===== config.mk =====
export PLATFORM = sky130hd
export DESIGN_NAME = trig_gate_gen
export DESIGN_NICKNAME = d
export VERILOG_FILES = /design/src/rtl/tgg_pkg.sv /design/src/rtl/tgg_trig_edge.sv /design/src/rtl/tgg_prescaler.sv /design/src/rtl/tgg_regs.sv /design/src/rtl/tgg_seq.sv /design/src/rtl/trig_gate_gen.sv
export SDC_FILE = /design/constraint.sdc
export NUM_CORES = 1
export LEC_CHECK = 0
export BUFFER_PORTS_ARGS = -buffer_cell sky130_fd_sc_hd__buf_2
export CORE_MARGIN = 2
export CORE_UTILIZATION = 45
export DETAILED_ROUTE_END_ITERATION = 12
export HOLD_SLACK_MARGIN = 0.06
export PLACE_DENSITY = 0.72
export SETUP_SLACK_MARGIN = 0.05
export SKIP_LAST_GASP = 1
export SLEW_MARGIN = 20
export SYNTH_ARGS = -nofsm -noshare
export SYNTH_HDL_FRONTEND = slang
export SYNTH_SLANG_ARGS = --single-unit
export TNS_END_PERCENT = 100

===== constraint.sdc =====
create_clock -name clk -period 2.87 [get_ports clk]
set_clock_uncertainty 0.1 [all_clocks]
set_input_delay 0.4305 -clock clk [delete_from_list [all_inputs] [get_ports clk]]
set_output_delay 0.4305 -clock clk [all_outputs]
set_load 0.01 [all_outputs]

===== src/rtl/tgg_pkg.sv =====
package tgg_pkg;
  typedef enum logic [1:0] {
    ST_IDLE  = 2'd0,
    ST_DELAY = 2'd1,
    ST_GATE  = 2'd2
  } tgg_state_e;

  localparam int unsigned TGG_NREG   = 2;
  localparam int unsigned TGG_SEL_W  = $clog2(TGG_NREG);
  localparam int unsigned TGG_SEL_DLY = 0;
  localparam int unsigned TGG_SEL_WID = 1;
endpackage


===== src/rtl/tgg_trig_edge.sv =====
module tgg_trig_edge #(
  parameter int unsigned SYNC_STAGES = 2
) (
  input  logic clk,
  input  logic rst_n,
  input  logic trig_in,
  input  logic trig_inv,
  output logic trig_edge
);
  logic [SYNC_STAGES-1:0] sync_q;
  logic [SYNC_STAGES-1:0] sync_d;
  logic                   act_lvl;
  logic                   lvl_q;
  logic                   primed_q;

  always_comb begin
    sync_d  = {sync_q[SYNC_STAGES-2:0], trig_in};
    act_lvl = sync_q[SYNC_STAGES-1] ^ trig_inv;
  end

  always_ff @(posedge clk or negedge rst_n) begin
    if (!rst_n) begin
      sync_q   <= '0;
      lvl_q    <= 1'b0;
      primed_q <= 1'b0;
    end else begin
      sync_q   <= sync_d;
      lvl_q    <= act_lvl;
      primed_q <= 1'b1;
    end
  end

  assign trig_edge = primed_q & act_lvl & ~lvl_q;
endmodule


===== src/rtl/tgg_prescaler.sv =====
module tgg_prescaler #(
  parameter int unsigned TICK_CLKS = 100
) (
  input  logic clk,
  input  logic rst_n,
  input  logic restart,
  input  logic run,
  output logic tick
);
  localparam int unsigned PW = (TICK_CLKS > 1) ? $clog2(TICK_CLKS) : 1;
  localparam logic [PW-1:0] LIM = PW'(TICK_CLKS - 1);

  logic [PW-1:0] cnt_q;
  logic [PW-1:0] cnt_d;
  logic          cnt_en;

  always_comb begin
    tick   = run && (cnt_q == LIM);
    cnt_en = restart || run;
    if (restart || tick) cnt_d = '0;
    else                 cnt_d = cnt_q + PW'(1);
  end

  always_ff @(posedge clk or negedge rst_n) begin
    if (!rst_n)      cnt_q <= '0;
    else if (cnt_en) cnt_q <= cnt_d;
  end
endmodule


===== src/rtl/tgg_regs.sv =====
module tgg_regs
  import tgg_pkg::*;
#(
  parameter int unsigned CNT_W = 16
) (
  input  logic                 clk,
  input  logic                 rst_n,
  input  logic                 reg_wr,
  input  logic [TGG_SEL_W-1:0] reg_sel,
  input  logic [CNT_W-1:0]     reg_wdata,
  output logic [CNT_W-1:0]     reg_rdata,
  output logic [CNT_W-1:0]     dly_set,
  output logic [CNT_W-1:0]     wid_set
);
  logic [CNT_W-1:0] regs_q [TGG_NREG];

  for (genvar g = 0; g < TGG_NREG; g++) begin : g_reg
    logic wr_en;
    assign wr_en = reg_wr && (reg_sel == TGG_SEL_W'(g));
    always_ff @(posedge clk or negedge rst_n) begin
      if (!rst_n)     regs_q[g] <= '0;
      else if (wr_en) regs_q[g] <= reg_wdata;
    end
  end

  assign reg_rdata = regs_q[reg_sel];
  assign dly_set   = regs_q[TGG_SEL_DLY];
  assign wid_set   = regs_q[TGG_SEL_WID];
endmodule


===== src/rtl/tgg_seq.sv =====
module tgg_seq
  import tgg_pkg::*;
#(
  parameter int unsigned CNT_W   = 16,
  parameter int unsigned FIX_DLY = 9,
  parameter int unsigned FIX_WID = 2
) (
  input  logic             clk,
  input  logic             rst_n,
  input  logic             trig_edge,
  input  logic             tick,
  input  logic [CNT_W-1:0] dly_set,
  input  logic [CNT_W-1:0] wid_set,
  output logic             accept,
  output logic             gate,
  output logic             busy
);
  localparam int unsigned RW = CNT_W + 2;

  tgg_state_e       state_q, state_d;
  logic [RW-1:0]    rem_q, rem_d;
  logic [CNT_W-1:0] wid_q, wid_d;
  logic             last_tick;
  logic             step_en;

  always_comb begin
    accept    = (state_q == ST_IDLE) && trig_edge;
    last_tick = tick && (rem_q == RW'(1));
    step_en   = accept || tick;
    state_d   = state_q;
    rem_d     = rem_q;
    wid_d     = wid_q;
    unique case (state_q)
      ST_IDLE: begin
        if (trig_edge) begin
          state_d = ST_DELAY;
          rem_d   = RW'(FIX_DLY) + RW'(dly_set);
          wid_d   = wid_set;
        end
      end
      ST_DELAY: begin
        if (last_tick) begin
          state_d = ST_GATE;
          rem_d   = RW'(FIX_WID) + RW'(wid_q);
        end else if (tick) begin
          rem_d   = rem_q - RW'(1);
        end
      end
      ST_GATE: begin
        if (last_tick) begin
          state_d = ST_IDLE;
          rem_d   = '0;
        end else if (tick) begin
          rem_d   = rem_q - RW'(1);
        end
      end
      default: begin
        state_d = ST_IDLE;
        rem_d   = '0;
      end
    endcase
  end

  always_ff @(posedge clk or negedge rst_n) begin
    if (!rst_n) begin
      state_q <= ST_IDLE;
      rem_q   <= '0;
      wid_q   <= '0;
    end else if (step_en) begin
      state_q <= state_d;
      rem_q   <= rem_d;
      wid_q   <= wid_d;
    end
  end

  assign gate = (state_q == ST_GATE);
  assign busy = (state_q != ST_IDLE);
endmodule


===== src/rtl/trig_gate_gen.sv =====
module trig_gate_gen
  import tgg_pkg::*;
#(
  parameter int unsigned TICK_CLKS   = 100,
  parameter int unsigned CNT_W       = 16,
  parameter int unsigned FIX_DLY     = 9,
  parameter int unsigned FIX_WID     = 2,
  parameter int unsigned SYNC_STAGES = 2
) (
  input  logic             clk,
  input  logic             rst_n,
  input  logic             trig_in,
  input  logic             trig_inv,
  input  logic             reg_wr,
  input  logic             reg_sel,
  input  logic [CNT_W-1:0] reg_wdata,
  output logic [CNT_W-1:0] reg_rdata,
  output logic             gate,
  output logic             busy
);
  logic             trig_edge;
  logic             tick;
  logic             accept;
  logic [CNT_W-1:0] dly_set;
  logic [CNT_W-1:0] wid_set;

  tgg_trig_edge #(.SYNC_STAGES(SYNC_STAGES)) u_edge (
    .clk(clk), .rst_n(rst_n), .trig_in(trig_in), .trig_inv(trig_inv),
    .trig_edge(trig_edge)
  );

  tgg_regs #(.CNT_W(CNT_W)) u_regs (
    .clk(clk), .rst_n(rst_n), .reg_wr(reg_wr), .reg_sel(reg_sel),
    .reg_wdata(reg_wdata), .reg_rdata(reg_rdata),
    .dly_set(dly_set), .wid_set(wid_set)
  );

  tgg_prescaler #(.TICK_CLKS(TICK_CLKS)) u_pre (
    .clk(clk), .rst_n(rst_n), .restart(accept), .run(busy), .tick(tick)
  );

  tgg_seq #(.CNT_W(CNT_W), .FIX_DLY(FIX_DLY), .FIX_WID(FIX_WID)) u_seq (
    .clk(clk), .rst_n(rst_n), .trig_edge(trig_edge), .tick(tick),
    .dly_set(dly_set), .wid_set(wid_set), .accept(accept),
    .gate(gate), .busy(busy)
  );
endmodule


## Word-level counts from Yosys, hierarchy flattened

Cells that the tools add are included.

| operators by class | value |
|---|---|
| add/sub/neg operators | 4 |
| magnitude comparators | 1 |
| equal/unequal tests | 7 |
| multiplexer cells | 13 |
| bitwise logic cells | 6 |
| reduce and logical (&&, ||, !) cells | 12 |

Operators by type and width:

| kind | count |
|---|---|
| two-way mux 18 bit | 4 |
| case mux 18 bit (3 select lines) | 1 |
| two-way mux 16 bit | 3 |
| equality test 18 x 1 -> 1 bit (second input constant) | 1 |
| subtractor 18 x 1 -> 18 bit (second input constant) | 1 |
| adder 2 x 16 -> 17 bit (first input constant) | 1 |
| adder 4 x 16 -> 17 bit (first input constant) | 1 |
| adder 7 x 1 -> 7 bit (second input constant) | 1 |
| equality test 7 bit (second input constant) | 1 |
| two-way mux 7 bit | 1 |
| two-way mux 2 bit | 3 |
| inequality test 2 x 1 -> 1 bit (second input constant) | 3 |
| case mux 2 bit (3 select lines) | 1 |
| logical AND 1 bit | 5 |
| AND reduction 4 bit | 1 |
| AND reduction 3 bit | 1 |
| bitwise AND 1 bit | 2 |
| equality test 2 x 1 -> 1 bit (second input constant) | 1 |
| equality test 2 bit (second input constant) | 1 |
| greater-or-equal comparator 2 bit (second input constant) | 1 |
| logical NOT 2 bit | 1 |
| logical OR 1 bit | 2 |
| NOT 1 bit | 2 |
| NOT 1 -> 2 bit | 1 |
| other kinds (3) | 3 |

| word-level totals | value |
|---|---|
| bits in registers | 79 |
| input bits | 22 |
| logic and storage cells | 52 |

## Depth between registers and ports, before layout

Gate-level depths: netlist of run 1.

| depth | value |
|---|---|
| depth after elaboration | 6 |
| mapped depth | 10 |
| gate-level depth less buffers | 8 |

## Hierarchy

A second synthesis of run 1 with hierarchy kept.

| second synthesis, totals | value |
|---|---|
| cell total of the unflattened synthesis | 457 |
| area, all modules | 4,655.7 µm² |

Modules (own cells, without submodules):

| module | times used | cells each | area each (µm²) |
|---|---|---|---|
| tgg_seq | 1 | 322 | 2,670.1 |
| tgg_regs | 1 | 87 | 1,453.9 |
| tgg_prescaler | 1 | 41 | 410.4 |
| tgg_trig_edge | 1 | 7 | 121.4 |

## Worst setup path before layout of run 1

OpenSTA, ideal clock, no wires.

| timing | value |
|---|---|
| path kind | register to register |
| start | reg u_seq.rem_q[0] |
| end | reg u_seq.rem_q[6] |
| data arrival time | 2.081 ns |
| data required time | 2.701 ns |
| slack | 0.620 ns |
| stages on the path, launching flop included | 9 |
| clock period less this slack | 2.250 ns |
| cell sequence | dfrtp_1 > ha_1 > nor4b_1 > and3b_1 > clkbuf_1 > a31o_2 > or2_4 > or4_1 > nand3_1 |

| on the way | value |
|---|---|
| cells in the longest elaborated chain, start to end | 4 |
| elaborated cells on any way between the ends | 7 |

Ends and longest elaborated chain:

| what | line | RTL |
|---|---|---|
| from (decl) | tgg_seq.sv:21 | `logic [RW-1:0] rem_q, rem_d;` |
| from (signal assigned) | tgg_seq.sv:71 | `rem_q <= rem_d;` |
| subtractor 18 x 1 -> 18 bit or equality test 18 x 1 -> 1 bit (tied branches) | tgg_seq.sv:46, tgg_seq.sv:54, tgg_seq.sv:28 |  |
| two-way mux 18 bit or logical AND 1 bit (tied branches) | tgg_seq.sv:45, tgg_seq.sv:53, tgg_seq.sv:28 |  |
| two-way mux 18 bit (on tied branches) | tgg_seq.sv:50, tgg_seq.sv:42 |  |
| case mux 18 bit (3 select lines) (*) | tgg_seq.sv:33 | `unique case (state_q)` |

Every way passes the cells marked *; elsewhere a longest branch is shown, timed or not.
A chain may end at the register's enable or synchronous reset.

## Worst setup path after layout of run 1

| timing | value |
|---|---|
| start | reg u_pre.cnt_q[2] |
| end | reg u_seq.rem_q[4] |

| on the way | value |
|---|---|
| cells in the longest elaborated chain, start to end | 5 |
| elaborated cells on any way between the ends | 9 |

Ends and longest elaborated chain:

| what | line | RTL |
|---|---|---|
| from (decl) | tgg_prescaler.sv:13 | `logic [PW-1:0] cnt_q;` |
| from (signal assigned) | tgg_prescaler.sv:26 | `else if (cnt_en) cnt_q <= cnt_d;` |
| equality test 7 bit (*) | tgg_prescaler.sv:18 | `tick = run && (cnt_q == LIM);` |
| logical AND 1 bit (*) | tgg_prescaler.sv:18 |  |
| two-way mux 18 bit or logical AND 1 bit (tied branches) | -- |  |
| two-way mux 18 bit (on tied branches) | tgg_seq.sv:50, tgg_seq.sv:42 |  |
| case mux 18 bit (3 select lines) | tgg_seq.sv:33 |  |

Marks and branches as above.

==> reports/qor.yml, run 1 <==
synth_flop_cell: "dfrtp_1"
grt_usage: 0.2243
yosysSeqAreaShare: 0.4389
fmax_mhz: 382.0
nFillCells: 920
use_met3: 0.04198
r2r_start: "u_pre.cnt_q[2]$_DFFE_PN0P_"
syn_area_per_cell_um2: 9.483
pin_count: 40
clk_latency_ps: 360
drive_above_1_share: 0.2337
synth_area_um2: 4504
finalCriticalPeriod_ps: 2618
leakagePower_nw: 2.106
grt_max_degree: 80
min_path_cells: 1
routed_wl_mm: 11.55
fin_crit_sh: 0.9122
hp-start: "trig_in"
max_cap_viol_count: 0
cts-root-buf: "clkbuf_8"
drtPass1Iterations: 5
rsz0062_at_grt: "no"
rows: 36
cts_buffer_depth: 2
grt-busiest-layer: "met2"
grt_pass1_vias: 3714
grt_antenna_before_repair: 0
fin_nets: 545
critPathMaxFanout: 11
cp.depth: 6
num_antenna_cells: 0
area_delta_synth_final_pct: 12.22
arrival_ps: 2800
syn-num-nets: 502
vias_per_cell: 5.751
detail_route.wl_per_cell_um: 17.64
ir_worst_vdd_uv: 361.6
dpl.cell_count: 639
path_cells: "or4b_4 > nor2_2 > nand4_1 > o22ai_1 > a21oi_1 > o21ai_0"
final_antenna_net_count: 0
crit_slowest_cell: "or4b_4"
hold_violations: 0
hold_class: "in2reg"
worstPathRequired_ps: 3050
use_met1: 0.2898
portBuffers: 39
whs_endpoint: "u_edge.sync_q[0]$_DFF_PN0_"
cts_resized: 0
die_y_um: 104.0
worst_pin_slew_ps: 729.5
drtIter0Drc: 315
place_area_um2: 4882
vias: 3767
status: "finished clean"
ys_seq_elements: 79
clkSinkCount: 79
core_um2: 9729
end_kind: "flip-flop"
setup_violations: 0
worst-r2r-cell-count: 6
cp-start-kind: "flip-flop"
final_cell_count_no_fill: 655
fin_tns_setup_ps: 0
drc_errors: 0
slew_headroom: 0.5125
yosys_warnings: 0
die_w_um: 104.0
cts_tree: "yes"
cts_max_level: 3
overflow: 0
power.density_nw_per_um2: 462.8
syn_inst: 475
start_util: 0.4630
slowest_delay_ps: 580
critPathKind: "reg2reg"
reg2reg_to: "u_seq.rem_q[4]$_DFFE_PN0P_"
dieArea_um2: 10830
path_delay_family: "simple AND/OR/NAND/NOR gates"
async_flop_share: 1.000
final_area_um2: 5055
grt_pass1_wl_mm: 19.16
netlist-cell-type-count: 62
hpwl_mm: 8.360
numCtsBuffers: 9
place.gp.congestion: 1.045
crit_buf_inv: 0
reg2reg_slack_ps: 250
use_met2: 0.3755
synth-edff-count: 0
clkTransAtPathRegs_ps: 80
drv_slew: 0
logic make-up after synthesis:
family	count (synthesis)	share of synthesized area
other	1	0.0008325
adders and majority gates	5	0.01389
muxes	48	0.1194
and+or+nand+nor	202	0.2178
xor gates and xnor gates	35	0.06806
DFF	79	0.4389
buffers and inverters	30	0.02806
AOI/OAI and AO/OA	75	0.1131
where the power goes:
| part | total, W | switching, W | internal [W] |
|---|---|---|---|
| clock | 0.000735 | 0.000424 | 0.000311 |
| combinational | 0.000332 | 0.000161 | 0.000171 |
| sequential | 0.00127 | 0.0000858 | 0.00119 |
| total | 0.00234 | 0.000671 | 0.00167 |
placed cells by master, fill, tap and decap left out, types with 3 or more instances in the layout:
cell	netlist	layout
nand2_1	83	83
dfrtp_1	79	79
mux2_2	46	46
buf_2	2	38
nand3_1	26	26
nor2_1	25	25
o21ai_0	24	24
xor2_1	20	20
xnor2_1	15	15
nor3_1	15	15
buf_4	1	12
nor4_1	11	11
inv_1	10	10
clkbuf_8	0	9
a21oi_1	8	8
nand4_1	7	7
or3_1	6	6
and3_1	6	6
ha_1	5	5
o211ai_1	4	4
o22ai_1	4	4
nand2b_1	3	3
a22o_1	3	3
and2_1	3	3
or4_1	3	3
a21boi_0	3	3
a31oi_1	3	3
metal layers:
layer / vias up / wire [um]
met3: 24 / 641
met4: 0 / 263
met5: - / 0
li1: 1777 / -
met1: 1835 / 4963
met2: 131 / 5682
metrics by stage:
| stage | util | power (W) | setup WS [ps] | hold WS, ps |
|---|---|---|---|---|
| 2_1_floorplan | - | 0.001484 | 620.5 | 34.91 |
| 3_3_place_gp | 0.5018 | 0.001613 | 328.6 | 233.6 |
| 3_5_place_dp | 0.5018 | 0.001625 | 313.0 | 261.0 |
| 4_1_cts | 0.5195 | 0.002348 | 283.3 | 74.70 |
| 5_1_grt | 0.5195 | 0.002444 | 102.8 | 62.31 |
| 6_report | 0.5195 | 0.002339 | 252.1 | 78.79 |
area by class of cell:
| cell class | count | area, um2 | share of cell area |
|---|---|---|---|
| Multi-Input combinational cell | 366 | 2401 | 0.4750 |
| Sequential cell | 79 | 1977 | 0.3911 |
| Timing Repair Buffer | 52 | 310.3 | 0.06139 |
| Tap cell | 133 | 166.4 | 0.03292 |
| Clock buffer | 10 | 127.6 | 0.02525 |
| Inverter | 10 | 37.54 | 0.007426 |
| Clock inverter | 5 | 35.03 | 0.006931 |
synth_stat cells (all sizes together) (2+ instances only):
library cell,number,area [um2]
o22ai,4,25.02
nand2,83,311.6
or4,3,22.52
ha,5,62.56
nor4,11,68.82
xor2,20,175.2
nor2,27,111.4
buf,6,36.29
nor3,17,95.09
nand4,7,43.79
o221ai,2,17.52
a21oi,8,40.04
and3b,2,17.52
and2,3,18.77
a31o,2,17.52
a31oi,3,18.77
or3,6,37.54
a21o,2,15.01
a22oi,2,15.01
mux2,46,518.0
inv,10,37.54
dfrtp,79,1977
xnor2,15,131.4
clkbuf,14,52.55
nor2b,2,12.51
a22o,3,26.28
o211ai,5,42.54
and3,6,37.54
o31ai,2,15.01
mux2i,2,20.02
a21boi,3,22.52
nor4b,2,17.52
or2,2,15.02
nand2b,3,18.77
nand3,26,130.1
o21ai,26,141.4
worst register-to-register path: stages (launching register included):
cell     delay (ps)
dfrtp_1         450
or4b_4          580
nor2_2          400
nand4_1         470
o22ai_1         310
a21oi_1          60
o21ai_0         160
what timing repair did:
item                                   in CTS  in global routing
endpoints found under the hold margin      79                  0
setup buffers                               0                  0
hold buffers                                1                  0
state kept, by name, summed over array words and instances, names as in the netlist:
| register | count |
|---|---|
| u_edge.lvl_q | 1 |
| u_edge.primed_q | 1 |
| u_edge.sync_q | 2 |
| u_pre.cnt_q | 7 |
| u_regs.dly_set | 16 |
| u_regs.wid_set | 16 |
| u_seq.rem_q | 18 |
| u_seq.state_q | 2 |
| u_seq.wid_q | 16 |
worst max path at each step:
stage / end / slack, ps / from
global placement: u_seq.rem_q[12]$_DFFE_PN0P_ / 330 / trig_inv
floorplan: u_seq.rem_q[6]$_DFFE_PN0P_ / 620 / u_seq.rem_q[0]$_DFFE_PN0P_
global route: u_seq.rem_q[4]$_DFFE_PN0P_ / 100 / u_pre.cnt_q[2]$_DFFE_PN0P_
detailed placement: u_seq.rem_q[4]$_DFFE_PN0P_ / 310 / u_pre.cnt_q[2]$_DFFE_PN0P_
CTS: u_seq.rem_q[4]$_DFFE_PN0P_ / 280 / u_pre.cnt_q[2]$_DFFE_PN0P_
finish: u_seq.rem_q[4]$_DFFE_PN0P_ / 250 / u_pre.cnt_q[2]$_DFFE_PN0P_
(Power assumes the default switching activity.)
==> run 2: changes to the inputs <==
- ABC_AREA: not set -> 1
==> run 2 against run 1 <==
Cell count is 37% higher. Via count is 22% higher. Critical path depth is 6 higher. Count of clock-buffer cells in the layout is 2 higher. Wire length is 3.8% higher. First-iteration DRC count is 5.1% lower. Sequential power is 3% lower. Combinational power is 31% lower. Sequential cell count stayed put. Critical endpoint is now u_seq.rem_q[2]$_DFFE_PN0P_. Highest routed layer unchanged.
==> reports/qor.yml, run 2 <==
yosys_warnings: 0  # unchanged
syn_inst: 721  # +52%
synth_flop_cell: "dfrtp_1"
async_flop_share: 1.000  # unchanged
critPathKind: "reg2reg"
holdWs_ps: 123.5  # +44.66 ps
die_y_um: 108.6  # +4.3%
hold_violations: 0  # unchanged
layout_common_cells: "258 x nand2_1, 81 x inv_1, 79 x dfrtp_1, 75 x o21ai_0, 60 x nand3_1"
status: "finished clean"
clk_latency_ps: 360  # about the same
grt_pass1_vias: 4407  # +19%
leakagePower_nw: 2.894  # +37%
setup_violations: 0  # unchanged
start_util: 0.4580  # -0.004998
core_um2: 10750  # +10%
path_common_cell: "nand2_1"
clkSinkCount: 79  # unchanged
crit_buf_inv: 1  # +1
cts_buffer_depth: 2  # unchanged
synthTopCellsByArea: "dfrtp_1 40%, nand2_1 20%, o21ai_0 7.6%"
synth.top_cell.area_share: 0.4017  # -0.03716
ir_worst_vdd_uv: 300.6  # -17%
synth_area_leader_cell: "dfrtp_1"
cts-root-buf: "clkbuf_8"
synth_top_family_by_area: "simple AND/OR/NAND/NOR gates"
pin_count: 40  # unchanged
synth_xor_area_frac: 0.01780  # -0.05026
yosys.area_share.simple: 0.3781  # +0.1603
worstPathRequired_ps: 3070  # +20 ps
final_antenna_net_count: 0  # unchanged
hold_class: "in2async"
drtPass1Iterations: 5  # unchanged
place.gp.congestion: 0.9303  # -11%
fin_crit_sh: 0.7109  # -0.2012
num_antenna_cells: 0  # unchanged
max_cap_viol_count: 0  # unchanged
grt_pass1_wl_mm: 20.71  # +8.1%
rsz0062_at_grt: "no"
fmax_mhz: 490.1  # +28%
power.density_nw_per_um2: 399.6  # -14%
finalCriticalPeriod_ps: 2040  # -577.5 ps
drive_above_1_share: 0.1132  # -0.1206
portBuffers: 39  # unchanged
drtIter0Drc: 299  # -5.1%
numCtsBuffers: 9  # unchanged
critPathMaxFanout: 13  # +2
yosysSeqAreaShare: 0.4017  # -0.03716
end_kind: "flip-flop"
reg2reg_slack_ps: 830  # +580 ps
synth_area_um2: 4921  # +9.3%
grt_usage: 0.2232  # -0.001050
cp-start-kind: "flip-flop"
final_common_cell: "nand2_1"
cts_max_level: 3  # unchanged
netlist-cell-type-count: 34  # -45%
path_cells: "ha_1 > nand2_1 > inv_1 > nand2_1 > nor2_8 > nand2_4 > nor2_8 > nor2_2 > nand3_1 > nand3_1 > nand2_1 > nand2_1"
synth-edff-count: 0  # unchanged
rows: 38  # +5.6%
post_cts.repair.setup_buffers: 0  # unchanged
top_register: "u_seq.rem_q"
slowest_delay_ps: 390  # -190 ps
drc_errors: 0  # unchanged
dieArea_um2: 11790  # +8.9%
clkTransAtPathRegs_ps: 80  # about the same
die_w_um: 108.6  # +4.3%
grt_antenna_before_repair: 0  # unchanged
routed_wl_mm: 11.99  # +3.8%
yosysMostFrequentCell: "nand2_1"
yosys.area_share.adder: 0.01271  # -0.001176
fin_nets: 784  # +44%
arrival_ps: 2240  # -560 ps
fin_tns_setup_ps: 0  # unchanged
vias: 4603  # +22%
synth-compound-area-share: 0.1027  # -0.01033
grt_max_degree: 80  # unchanged
detail_route.wl_per_cell_um: 13.32  # -24%
slew_headroom: 0.3430  # -0.1695
hpwl_mm: 9.016  # +7.9%
synthMuxAreaShare: 0  # -0.1194
synthTopCellsByCount: "258 x nand2_1, 81 x inv_1, 79 x dfrtp_1"
area_delta_synth_final_pct: 9.306
path_delay_family: "simple AND/OR/NAND/NOR gates"
worst_pin_slew_ps: 985.5  # +256.0 ps
largest_register_ffs: 18  # unchanged
vias_per_cell: 5.114  # -11%
crit_slowest_cell: "dfrtp_1"
ys_seq_elements: 79  # unchanged
cts_tree: "yes"
syn_area_per_cell_um2: 6.825  # -28%
drv_slew: 0  # unchanged
overflow: 0  # unchanged
syn-num-nets: 748  # +49%
[run 2: cell types whose count changed after synthesis, sizes merged, moves of 9 or more]
cell	change
inv	+78
mux2	-46
nand2	+184
nand3	+35
nor2	+45
nor3	-9
nor4	-10
o21ai	+53
xnor2	-12
xor2	-13
[run 2: area by class of cell]
cell class / instances / area, um2
inverters: 89 / 339.1
repair buffers: 42 / 222.7
well taps: 140 / 175.2
multi-input cells: 536 / 2520
clock buffers: 12 / 135.1
flip-flops and latches: 79 / 1977
fillers: 1129 / 5366
clock inverters: 2 / 10.01
[run 2: cells by family (layout without fill, tap and decap cells)]
kind of cell,count (synthesis),count (layout)
compound gates,97,97
xor+xnor,10,10
fa+ha+maj,5,5
buf+inv,106,145
flops,79,79
other cells,1,1
simple gates,423,423
[run 2: worst paths after layout]
kind | start | end | cells after the start
min in group clk | trig_inv | u_edge.lvl_q$_DFF_PN0_ | 2
min | rst_n | u_regs.dly_set[2]$_DFFE_PN0P_ | 1
max in group asynchronous | rst_n | u_seq.rem_q[15]$_DFFE_PN0P_ | 1
max | u_pre.cnt_q[0]$_DFFE_PN0P_ | u_seq.rem_q[2]$_DFFE_PN0P_ | 12
max reg2reg | u_pre.cnt_q[0]$_DFFE_PN0P_ | u_seq.rem_q[2]$_DFFE_PN0P_ | 12
min reg2reg | u_edge.sync_q[0]$_DFF_PN0_ | u_edge.sync_q[1]$_DFF_PN0_ | 0
[run 2: what timing repair did]
item / CTS / global route
resized for setup: 0 / 0
hold buffers: 1 / 0
hold endpoints to repair: 1 / 0
[run 2: routing by layer]
layer	global-route usage	vias up	wire length, um
li1	-	2352	-
met1	0.3108	2078	5666
met2	0.3433	147	5320
met3	0.03737	26	690
met4	0.09524	0	315
met5	0	-	0
[run 2: power by group]
| group | switching [W] | internal [W] | leakage (nW) |
|---|---|---|---|
| Combinational | 0.000150 | 0.0000806 | 1.84 |
| Clock | 0.000387 | 0.000303 | 0.0761 |
| Sequential | 0.0000567 | 0.00117 | 0.981 |
| Total | 0.000593 | 0.00156 | 2.89 |
[run 2: per-stage QoR]
step           setup WS, ps  cells  power, W  area (um2)  utilization
3_3_place_gp          756.3    885  0.001474        5224       0.4861
2_1_floorplan          1172    721  0.001372        4921            -
6_report              829.6    900  0.002149        5379       0.5006
3_5_place_dp          680.5    885  0.001482        5224       0.4861
5_1_grt               602.9    900  0.002257        5379       0.5006
4_1_cts               807.9    900  0.002172        5379       0.5006
